<file path="config.mk">
export PLATFORM = sky130hd
export DESIGN_NAME = ow_master
export DESIGN_NICKNAME = d
export VERILOG_FILES = /design/src/rtl/ow_pkg.sv /design/src/rtl/ow_tick_gen.sv /design/src/rtl/ow_sync.sv /design/src/rtl/ow_slot_engine.sv /design/src/rtl/ow_byte_ctrl.sv /design/src/rtl/ow_master.sv
export SDC_FILE = /design/constraint.sdc
export NUM_CORES = 1
export LEC_CHECK = 0
export CAP_MARGIN = 10
export CORE_UTILIZATION = 55
export DETAILED_ROUTE_END_ITERATION = 12
export DONT_BUFFER_PORTS = 1
export MAX_ROUTING_LAYER = met4
export PLACE_DENSITY = 0.78
export SLEW_MARGIN = 20
export SYNTH_ARGS = -nofsm -noshare
export SYNTH_HDL_FRONTEND = slang
export SYNTH_SLANG_ARGS = --single-unit
</file>
<file path="constraint.sdc">
create_clock -name clk_i -period 3.46 [get_ports clk_i]
set_input_delay 0.346 -clock clk_i [delete_from_list [all_inputs] [get_ports clk_i]]
set_output_delay 0.346 -clock clk_i [all_outputs]
set_load 0.1 [all_outputs]
</file>
<file path="src/rtl/ow_pkg.sv">
package ow_pkg;
  typedef enum logic [2:0] {
    OP_RESET   = 3'd0,
    OP_WR_BYTE = 3'd1,
    OP_RD_BYTE = 3'd2,
    OP_WR0     = 3'd3,
    OP_WR1     = 3'd4,
    OP_RD_BIT  = 3'd5
  } op_e;

  typedef enum logic [3:0] {
    S_IDLE, S_RST_IDLE, S_RST_LOW, S_PR_WAIT, S_PR_SAMP, S_PR_TAIL,
    S_REC, S_LOW, S_W1_WAIT, S_W1_REST, S_W0_LOW
  } slot_st_e;

  // phase lengths in ticks
  localparam int T_RST_IDLE = 10;
  localparam int T_RST_LOW  = 80;
  localparam int T_PR_WAIT  = 4;
  localparam int T_PR_SAMP  = 64;
  localparam int T_PR_TAIL  = 12;
  localparam int T_REC      = 2;
  localparam int T_LOW      = 1;
  localparam int T_W1_WAIT  = 1;
  localparam int T_W1_REST  = 8;
  localparam int T_W0_LOW   = 9;
  localparam int CNT_W      = $clog2(T_RST_LOW);
endpackage

</file>
<file path="src/rtl/ow_tick_gen.sv">
module ow_tick_gen #(
  parameter int DIV = 600
) (
  input  logic clk_i,
  input  logic rst_ni,
  input  logic clr_i,
  output logic tick_o
);
  localparam int W = (DIV > 1) ? $clog2(DIV) : 1;
  logic [W-1:0] cnt_q;

  always_ff @(posedge clk_i or negedge rst_ni) begin
    if (!rst_ni)                     cnt_q <= '0;
    else if (clr_i)                  cnt_q <= '0;
    else if (cnt_q == W'(DIV - 1))   cnt_q <= '0;
    else                             cnt_q <= cnt_q + 1'b1;
  end

  assign tick_o = (cnt_q == W'(DIV - 1));

  generate
    if (DIV > 1) begin : g_gap
      assert_tick_spacing_R1: assert property (@(posedge clk_i) disable iff (!rst_ni)
        tick_o |=> !tick_o);
    end
  endgenerate
endmodule

</file>
<file path="src/rtl/ow_sync.sv">
module ow_sync #(
  parameter int STAGES = 2
) (
  input  logic clk_i,
  input  logic rst_ni,
  input  logic d_i,
  output logic q_o
);
  logic [STAGES-1:0] sr_q;

  generate
    if (STAGES == 1) begin : g_one
      always_ff @(posedge clk_i or negedge rst_ni) begin
        if (!rst_ni) sr_q <= '1;
        else         sr_q <= d_i;
      end
    end else begin : g_many
      always_ff @(posedge clk_i or negedge rst_ni) begin
        if (!rst_ni) sr_q <= '1;
        else         sr_q <= {sr_q[STAGES-2:0], d_i};
      end
    end
  endgenerate

  assign q_o = sr_q[STAGES-1];
endmodule

</file>
<file path="src/rtl/ow_slot_engine.sv">
module ow_slot_engine
  import ow_pkg::*;
(
  input  logic clk_i,
  input  logic rst_ni,
  input  logic tick_i,
  input  logic start_rst_i,
  input  logic start_bit_i,
  input  logic bit_val_i,
  input  logic bus_i,
  output logic drive_low_o,
  output logic done_o,
  output logic rx_bit_o,
  output logic presence_o
);
  slot_st_e st_q, st_nxt;
  logic [CNT_W-1:0] cnt_q;
  logic wr1_q;

  function automatic logic [CNT_W-1:0] len_of(slot_st_e s);
    case (s)
      S_RST_IDLE: len_of = CNT_W'(T_RST_IDLE - 1);
      S_RST_LOW:  len_of = CNT_W'(T_RST_LOW - 1);
      S_PR_WAIT:  len_of = CNT_W'(T_PR_WAIT - 1);
      S_PR_SAMP:  len_of = CNT_W'(T_PR_SAMP - 1);
      S_PR_TAIL:  len_of = CNT_W'(T_PR_TAIL - 1);
      S_REC:      len_of = CNT_W'(T_REC - 1);
      S_LOW:      len_of = CNT_W'(T_LOW - 1);
      S_W1_WAIT:  len_of = CNT_W'(T_W1_WAIT - 1);
      S_W1_REST:  len_of = CNT_W'(T_W1_REST - 1);
      S_W0_LOW:   len_of = CNT_W'(T_W0_LOW - 1);
      default:    len_of = '0;
    endcase
  endfunction

  always_comb begin
    case (st_q)
      S_RST_IDLE: st_nxt = S_RST_LOW;
      S_RST_LOW:  st_nxt = S_PR_WAIT;
      S_PR_WAIT:  st_nxt = S_PR_SAMP;
      S_PR_SAMP:  st_nxt = S_PR_TAIL;
      S_REC:      st_nxt = S_LOW;
      S_LOW:      st_nxt = wr1_q ? S_W1_WAIT : S_W0_LOW;
      S_W1_WAIT:  st_nxt = S_W1_REST;
      default:    st_nxt = S_IDLE;
    endcase
  end

  always_ff @(posedge clk_i or negedge rst_ni) begin
    if (!rst_ni) begin
      st_q       <= S_IDLE;
      cnt_q      <= '0;
      wr1_q      <= 1'b0;
      done_o     <= 1'b0;
      rx_bit_o   <= 1'b0;
      presence_o <= 1'b0;
    end else begin
      done_o <= 1'b0;
      if (st_q == S_IDLE) begin
        if (start_rst_i) begin
          st_q       <= S_RST_IDLE;
          cnt_q      <= len_of(S_RST_IDLE);
          presence_o <= 1'b0;
        end else if (start_bit_i) begin
          st_q     <= S_REC;
          cnt_q    <= len_of(S_REC);
          wr1_q    <= bit_val_i;
          rx_bit_o <= 1'b0;
        end
      end else if (tick_i) begin
        if (cnt_q != '0) begin
          cnt_q <= cnt_q - 1'b1;
          // odd counts give 32 samples, 2 ticks apart
          if (st_q == S_PR_SAMP && cnt_q[0] && !bus_i) presence_o <= 1'b1;
        end else begin
          st_q  <= st_nxt;
          cnt_q <= len_of(st_nxt);
          if (st_q == S_W1_WAIT) rx_bit_o <= bus_i;
          if (st_nxt == S_IDLE)  done_o   <= 1'b1;
        end
      end
    end
  end

  assign drive_low_o = (st_q == S_RST_LOW) || (st_q == S_LOW) || (st_q == S_W0_LOW);

  assert_start_when_idle_R11: assert property (@(posedge clk_i) disable iff (!rst_ni)
    (start_rst_i || start_bit_i) |-> (st_q == S_IDLE));
endmodule

</file>
<file path="src/rtl/ow_byte_ctrl.sv">
module ow_byte_ctrl
  import ow_pkg::*;
#(
  parameter int DATA_W = 8
) (
  input  logic              clk_i,
  input  logic              rst_ni,
  input  logic              cmd_valid_i,
  input  logic [2:0]        cmd_op_i,
  input  logic [DATA_W-1:0] cmd_data_i,
  input  logic              done_i,
  input  logic              rx_bit_i,
  input  logic              presence_i,
  output logic              start_rst_o,
  output logic              start_bit_o,
  output logic              bit_val_o,
  output logic              busy_o,
  output logic              rsp_valid_o,
  output logic [DATA_W-1:0] rsp_data_o,
  output logic              rsp_presence_o
);
  localparam int CW = (DATA_W > 1) ? $clog2(DATA_W) : 1;

  typedef enum logic [1:0] {C_IDLE, C_RST, C_BITS} ctl_st_e;
  ctl_st_e st_q;
  logic [DATA_W-1:0] sh_q, rx_q;
  logic [CW-1:0]     left_q;
  logic              byte_q;

  assign bit_val_o = sh_q[0];

  always_ff @(posedge clk_i or negedge rst_ni) begin
    if (!rst_ni) begin
      st_q <= C_IDLE; sh_q <= '0; rx_q <= '0; left_q <= '0; byte_q <= 1'b0;
      start_rst_o <= 1'b0; start_bit_o <= 1'b0; busy_o <= 1'b0;
      rsp_valid_o <= 1'b0; rsp_data_o <= '0; rsp_presence_o <= 1'b0;
    end else begin
      start_rst_o <= 1'b0;
      start_bit_o <= 1'b0;
      rsp_valid_o <= 1'b0;
      case (st_q)
        C_IDLE: if (cmd_valid_i) begin
          busy_o <= 1'b1;
          byte_q <= 1'b0;
          left_q <= '0;
          rx_q   <= '0;
          case (op_e'(cmd_op_i))
            OP_RESET: begin
              start_rst_o <= 1'b1;
              st_q        <= C_RST;
            end
            OP_WR_BYTE, OP_RD_BYTE: begin
              sh_q        <= (op_e'(cmd_op_i) == OP_WR_BYTE) ? cmd_data_i : '1;
              byte_q      <= 1'b1;
              left_q      <= CW'(DATA_W - 1);
              start_bit_o <= 1'b1;
              st_q        <= C_BITS;
            end
            OP_WR0: begin
              sh_q        <= '0;
              start_bit_o <= 1'b1;
              st_q        <= C_BITS;
            end
            default: begin
              sh_q        <= '1;
              start_bit_o <= 1'b1;
              st_q        <= C_BITS;
            end
          endcase
        end
        C_RST: if (done_i) begin
          rsp_valid_o    <= 1'b1;
          rsp_presence_o <= presence_i;
          rsp_data_o     <= '0;
          busy_o         <= 1'b0;
          st_q           <= C_IDLE;
        end
        C_BITS: if (done_i) begin
          if (left_q == '0) begin
            rsp_valid_o    <= 1'b1;
            rsp_presence_o <= 1'b0;
            rsp_data_o     <= byte_q ? {rx_bit_i, rx_q[DATA_W-1:1]} : DATA_W'(rx_bit_i);
            busy_o         <= 1'b0;
            st_q           <= C_IDLE;
          end else begin
            rx_q        <= {rx_bit_i, rx_q[DATA_W-1:1]};
            sh_q        <= sh_q >> 1;
            left_q      <= left_q - 1'b1;
            start_bit_o <= 1'b1;
          end
        end
        default: st_q <= C_IDLE;
      endcase
    end
  end

  assert_accept_sets_busy_R11: assert property (@(posedge clk_i) disable iff (!rst_ni)
    (cmd_valid_i && !busy_o) |=> busy_o);
endmodule

</file>
<file path="src/rtl/ow_master.sv">
module ow_master
  import ow_pkg::*;
#(
  parameter int TICK_DIV    = 600,
  parameter int DATA_W      = 8,
  parameter int SYNC_STAGES = 2
) (
  input  logic              clk_i,
  input  logic              rst_ni,
  input  logic              cmd_valid_i,
  output logic              cmd_ready_o,
  input  logic [2:0]        cmd_op_i,
  input  logic [DATA_W-1:0] cmd_data_i,
  output logic              rsp_valid_o,
  output logic [DATA_W-1:0] rsp_data_o,
  output logic              rsp_presence_o,
  output logic              busy_o,
  input  logic              bus_i,
  output logic              bus_drive_low_o
);
  logic tick, bus_s, start_rst, start_bit, bit_val, done, rx_bit, presence;

  ow_tick_gen #(.DIV(TICK_DIV)) u_tick (
    .clk_i, .rst_ni, .clr_i(start_rst | start_bit), .tick_o(tick)
  );

  ow_sync #(.STAGES(SYNC_STAGES)) u_sync (
    .clk_i, .rst_ni, .d_i(bus_i), .q_o(bus_s)
  );

  ow_slot_engine u_eng (
    .clk_i, .rst_ni, .tick_i(tick), .start_rst_i(start_rst), .start_bit_i(start_bit),
    .bit_val_i(bit_val), .bus_i(bus_s), .drive_low_o(bus_drive_low_o),
    .done_o(done), .rx_bit_o(rx_bit), .presence_o(presence)
  );

  ow_byte_ctrl #(.DATA_W(DATA_W)) u_ctl (
    .clk_i, .rst_ni, .cmd_valid_i, .cmd_op_i, .cmd_data_i,
    .done_i(done), .rx_bit_i(rx_bit), .presence_i(presence),
    .start_rst_o(start_rst), .start_bit_o(start_bit), .bit_val_o(bit_val),
    .busy_o, .rsp_valid_o, .rsp_data_o, .rsp_presence_o
  );

  assign cmd_ready_o = !busy_o;

  assert_drive_only_busy_R11: assert property (@(posedge clk_i) disable iff (!rst_ni)
    bus_drive_low_o |-> busy_o);
  assert_rsp_not_busy_R11: assert property (@(posedge clk_i) disable iff (!rst_ni)
    rsp_valid_o |-> !busy_o);
endmodule

</file>
# After elaboration in Yosys (flattened, before gate mapping)
# Memory sizes are Yosys's and may differ from the RTL's.
# Index checks and enable logic that the tools add are counted.
[totals] regBits=62 latch_bits=0 ramBits=0 rom_bits=112 inputBits=15 output_inout_bits=13 wordCells=156 n_memories=1
[classes] addsub=3 mul=0 n_div=0 magnitude_cmp=0 n_eq_ne=25 n_shift=0 n_mux=75 n_bitwise=2 reduce_logical=31
[mem_list] memory="(no name shown)" words=16 width=7 read_ports=1 rd_ports_with_merged_regs=0 write_ports=0 line="ow_slot_engine.sv:21" text="case (s)"
[ops] cell="8-bit two-way mux" count=11
[ops] cell="8-bit case mux with 2 select lines" count=3
[ops] cell="7-bit two-way mux" count=5
[ops] cell="1-bit two-way mux" count=31
[ops] cell="4-bit case mux with 7 select lines" count=1
[ops] cell="8-bit case mux with 3 select lines" count=1
[ops] cell="10-bit two-way mux" count=2
[ops] cell="4-bit two-way mux" count=5
[ops] cell="4-bit AND reduction" count=4
[ops] cell="5-bit AND reduction" count=3
[ops] cell="4-bit by 3-bit equality test with 1-bit output (second input constant)" count=3
[ops] cell="2-bit two-way mux" count=6
[ops] cell="3-bit two-way mux" count=4
[ops] cell="2-bit inequality test (second input constant)" count=6
[ops] cell="2-bit nonzero test" count=6
[ops] cell="10-bit by 1-bit adder with 10-bit output (second input constant)" count=1
[ops] cell="10-bit equality test (second input constant)" count=1
[ops] cell="4-bit by 2-bit equality test with 1-bit output (second input constant)" count=2
[ops] cell="4-bit equality test (second input constant)" count=2
[ops] cell="4-bit logical NOT" count=2
[ops] cell="2-bit by 1-bit inequality test with 1-bit output (second input constant)" count=4
[ops] cell="7-bit nonzero test" count=1
[ops] cell="7-bit by 1-bit subtractor with 7-bit output (second input constant)" count=1
[ops] cell="3-bit by 2-bit equality test with 1-bit output (second input constant)" count=2
[ops] cell="other kinds (21)" count=29

# Depth between registers and ports, before layout
[depth] depth_word=7 ltp_mapped=11 ltp_nobuf=10

# Hierarchy
# Synthesis repeated with hierarchy kept, for this count alone.
[unflattened] hier_cells=384 hier_area_um2=3694.8
[by_module_without_submodules] mod="ow_byte_ctrl" instances=1 cells_each=179 area_per_inst_um2=1884.3
[by_module_without_submodules] mod="ow_slot_engine" instances=1 cells_each=151 area_per_inst_um2=1243.7
[by_module_without_submodules] mod="ow_tick_gen" instances=1 cells_each=50 area_per_inst_um2=504.2
[by_module_without_submodules] mod="ow_sync" instances=1 cells_each=2 area_per_inst_um2=52.6
[by_module_without_submodules] mod="ow_master" instances=1 cells_each=2 area_per_inst_um2=10.0

# Worst setup path before layout
# No wires, ideal clock.
[synth_timing] path_type="flip-flop to flip-flop" from="register u_eng.st_q[0]" to="register u_eng.cnt_q[1]" arrival_ns=2.373 required_time_ns=3.320 path_slack_ns=0.947 path_stages_with_launch=11 path_buffers=1 synth_period_minus_slack_ns=2.513 cell_sequence="dfrtp_1 clkbuf_1 nor2b_1 nor2_1 a311o_1 ha_1 a21bo_2 a2111oi_0 nor2_1 o211ai_1 o21ai_0"
[synth_via] elab_chain_len=6
[synth_rtl] element="start, declared" line="ow_slot_engine.sv:16" text="slot_st_e st_q, st_nxt;"
[synth_rtl] element="start signal, assigned" line="ow_slot_engine.sv:76" text="st_q <= st_nxt;"
[synth_rtl] element="4-bit equality test, or another cell as far along" line="ow_slot_engine.sv:37" text="case (st_q)"
[synth_rtl] element="4-bit case mux with 7 select lines" line="ow_slot_engine.sv:37"
[synth_rtl] element="memory read 16 x 7 bit"
[synth_rtl] element="7-bit two-way mux" line="ow_slot_engine.sv:71" text="if (cnt_q != '0) begin"
[synth_rtl] element="7-bit two-way mux" line="ow_slot_engine.sv:70" text="end else if (tick_i) begin"
[synth_rtl] element="7-bit two-way mux" line="ow_slot_engine.sv:59" text="if (st_q == S_IDLE) begin"
[synth_rtl] element="end signal, assigned" line="ow_slot_engine.sv:62" text="cnt_q <= len_of(S_RST_IDLE);"
[synth_rtl] element="end signal, assigned" line="ow_slot_engine.sv:72" text="cnt_q <= cnt_q - 1'b1;"
[synth_rtl] element="end signal, assigned" line="ow_slot_engine.sv:77" text="cnt_q <= len_of(st_nxt);"
[synth_rtl] element="end, declared" line="ow_slot_engine.sv:17" text="logic [CNT_W-1:0] cnt_q;"
# Several ways; a longest one is shown, not always the timed one. The select of a mux whose other input is x is not followed.
# A chain may end at the register's enable or synchronous reset.

# Final worst setup path
# Ends and elaborated chain as after synthesis.

==> reports/qor.txt <==
Commonest non-fill, non-tap cell in the layout - dfrtp_1
Top FF cell, synth - dfrtp_1
Clock group share of total power - 0.315
GR Overflow Total - 0
Worst skew pair latency - 0.35 ns
Register area - 1530 um2
Place WS - 0.815 ns
First-pass GRT wire length - 11,900 um
Die Wd - 80.4 um
Worst hold path class - in -> reg
Setup ws final - 0.777 ns
Syn Area/Cell - 9.21 um2
TNS Setup - 0 ns
Combinational power share - 0.286
Core area - 5920 um2
Cell Rows - 28
Commonest cells after routing, fill and taps aside - dfrtp_1, o21ai_0, nand2_1
CTS clk-pin slew, worst paths - 0.07 ns
Synthesis-to-layout area growth - 9.00%
Multi-input gate area - 1710 um2
Final net count - 391
Final HPWL DP - 4690 um
Via count - 2,642
Power density over the cells - 623 nW/um2
GRT Total Usage - 0.252
Period utilization - 0.775
Cell area after synthesis - 3380 um2
Routed wire length per instance - 15.6 um
Fin Hold WS - 0.158 ns
Post-route minimum period - 2.68 ns
Internal power - 1.46 mW
Crit end category - flop
Status - complete, no violations
Cell count after synthesis - 367
Num CTS Buffers - 9
Non-filler cells, final - 444
Diodes inserted - 0
WL final - 6930 um
Synth Warn # - 0
Largest net degree at the start of global routing - 62
Max Clock Skew - 0.0104 ns
Fin. max-slew vios - 0
Initial DRC Count - 238
Worst EP required - 3.67 ns
Distinct cells, synth - 61
Switching Share - 0.362
Sequential-to-total area share from yosys stat - 0.452
DIE AREA - 6460 um2
Unrepaired setup endpoints after global routing - false
Vias in the first global route - 2,434
I/O pins - 28
Leak - 1.56 nW
Slew HR - 0.363
Initial antenna violation count - 0
Share of post-route cells with drive strength above 1 - 0.0949
Setup Crit Path Kind - reg -> reg
Arr. time, crit path - 2.89 ns
Layout fillers - 480
#FFs+latches synth - 61
Initial Util - 0.571
Worst-margin pin slew - 0.963 ns
Max-Cap Viols - 0
CTS tree - done
DP Cell Count - 425
Crit-path max FO - 15
Worst setup SP type - flop
EDFF count, synth - 0
Peak supply drop - 1.03 mV
TritonCTS Sinks - 61
Final Hold Viols - 0
Vias/cell - 5.95
Antenna violation net count after detailed routing - 0
Clock Tree Buf Depth - 2
First-pass DRT Iterations - 5
Fmax - 0.373 GHz
H-tree levels - 3
Asr flop ratio synth - 1.00
Share of power burned in registers - 0.399
Overall power - 2.30 mW
Final setup viols - 0
Routability cong. - 0.868
Mapped Nets - 394
Clock root buffer - clkbuf_8
Residual DRC - 0
# port buffers - 0
CTS-repair resized insts - 0
NetSw - 0.831 mW
Die Y - 80.4 um
power groups by stage:
stage               clock network (mW)  registers (mW)  logic (mW)
global placement                     0           0.924       0.623
detailed placement                   0           0.925       0.639
floorplan                            0           0.935       0.520
finish                           0.723           0.916       0.656
global route                     0.772           0.931       0.756
CTS                              0.735           0.915       0.663
cell type report:
cell class              count  area share
clock buffers              11      0.0384
flip-flops and latches     61       0.415
clock inverters             5      0.0228
inverters                  18      0.0183
multi-input cells         269       0.463
well taps                  75      0.0255
repair buffers              5      0.0170
synthesized netlist by cell type, types with 12 or more instances:
master	count	area, um2
clkbuf_1	15	56.3
nor3_1	13	65.1
nand2_1	35	131
dfrtp_1	59	1480
a22o_1	12	105
nand3_1	18	90.1
ha_1	12	150
o21ai_0	41	205
nor2_1	26	97.6
a21oi_1	14	70.1
inv_1	17	63.8
nand2b_1	16	100
kinds of logic after synthesis:
group,synth area share
and+or+nand+nor,0.230
AOI/OAI and AO/OA,0.195
DFF,0.452
buffers and inverters,0.0429
adders and majority gates,0.0444
xor gates and xnor gates,0.0259
muxes,0.00926
final timing paths:
check / start / endpoint / slack [ns] / cells past startpoint
min in group asynchronous: rst_ni / u_ctl.rsp_data_o[3] / 0.54 / 2
max reg2reg: u_eng.st_q[0] / u_eng.cnt_q[1] / 0.78 / 9
max: u_eng.st_q[0] / u_eng.cnt_q[1] / 0.78 / 9
max in group asynchronous: rst_ni / u_sync.sr_q[0] / 2.61 / 2
min reg2reg: u_sync.sr_q[0] / u_sync.sr_q[1] / 0.36 / 0
min: cmd_valid_i / u_ctl.start_rst_o / 0.16 / 1
sequential cells by signal, summed over array words and instances, names as in the netlist, 2 cells and up:
register / cells
u_sync.sr_q: 2
u_tick.cnt_q: 10
u_eng.st_q: 4
u_ctl.sh_q: 8
u_ctl.st_q: 2
u_ctl.rx_q: 7
u_ctl.left_q: 3
u_ctl.rsp_data_o: 8
u_eng.cnt_q: 7
worst max-delay path, stage by stage, from the launching register on:
cell and delay [ns]:
dfrtp_1 0.65, nor2b_1 0.23, nor2_1 0.06, a311o_1 0.39
ha_1 0.25, a21bo_2 0.22, a2111oi_0 0.42, nor2_1 0.08
o211ai_1 0.16, o21ai_0 0.09
stage by stage:
step           instance area, um2  utilization
2_1_floorplan                3380            -
3_5_place_dp                 3410        0.576
5_1_grt                      3680        0.622
6_report                     3680        0.622
3_3_place_gp                 3410        0.576
4_1_cts                      3680        0.622
layer usage:
metal	vias up	share of wire	global-route usage	wire [um]
met1	1261	0.48	0.341	3310
met4	0	0.012	0.0964	82
met2	72	0.46	0.359	3170
li1	1301	-	-	-
met5	-	0	-	0
met3	8	0.053	0.0693	365
timing repair:
| action | 4_1_cts | 5_1_grt |
|---|---|---|
| hold buffers | 3 | 0 |
| endpoints found under the hold margin | 62 | 0 |
| setup buffers | 0 | 0 |
Note: power is estimated with default switching activity, not from simulation.
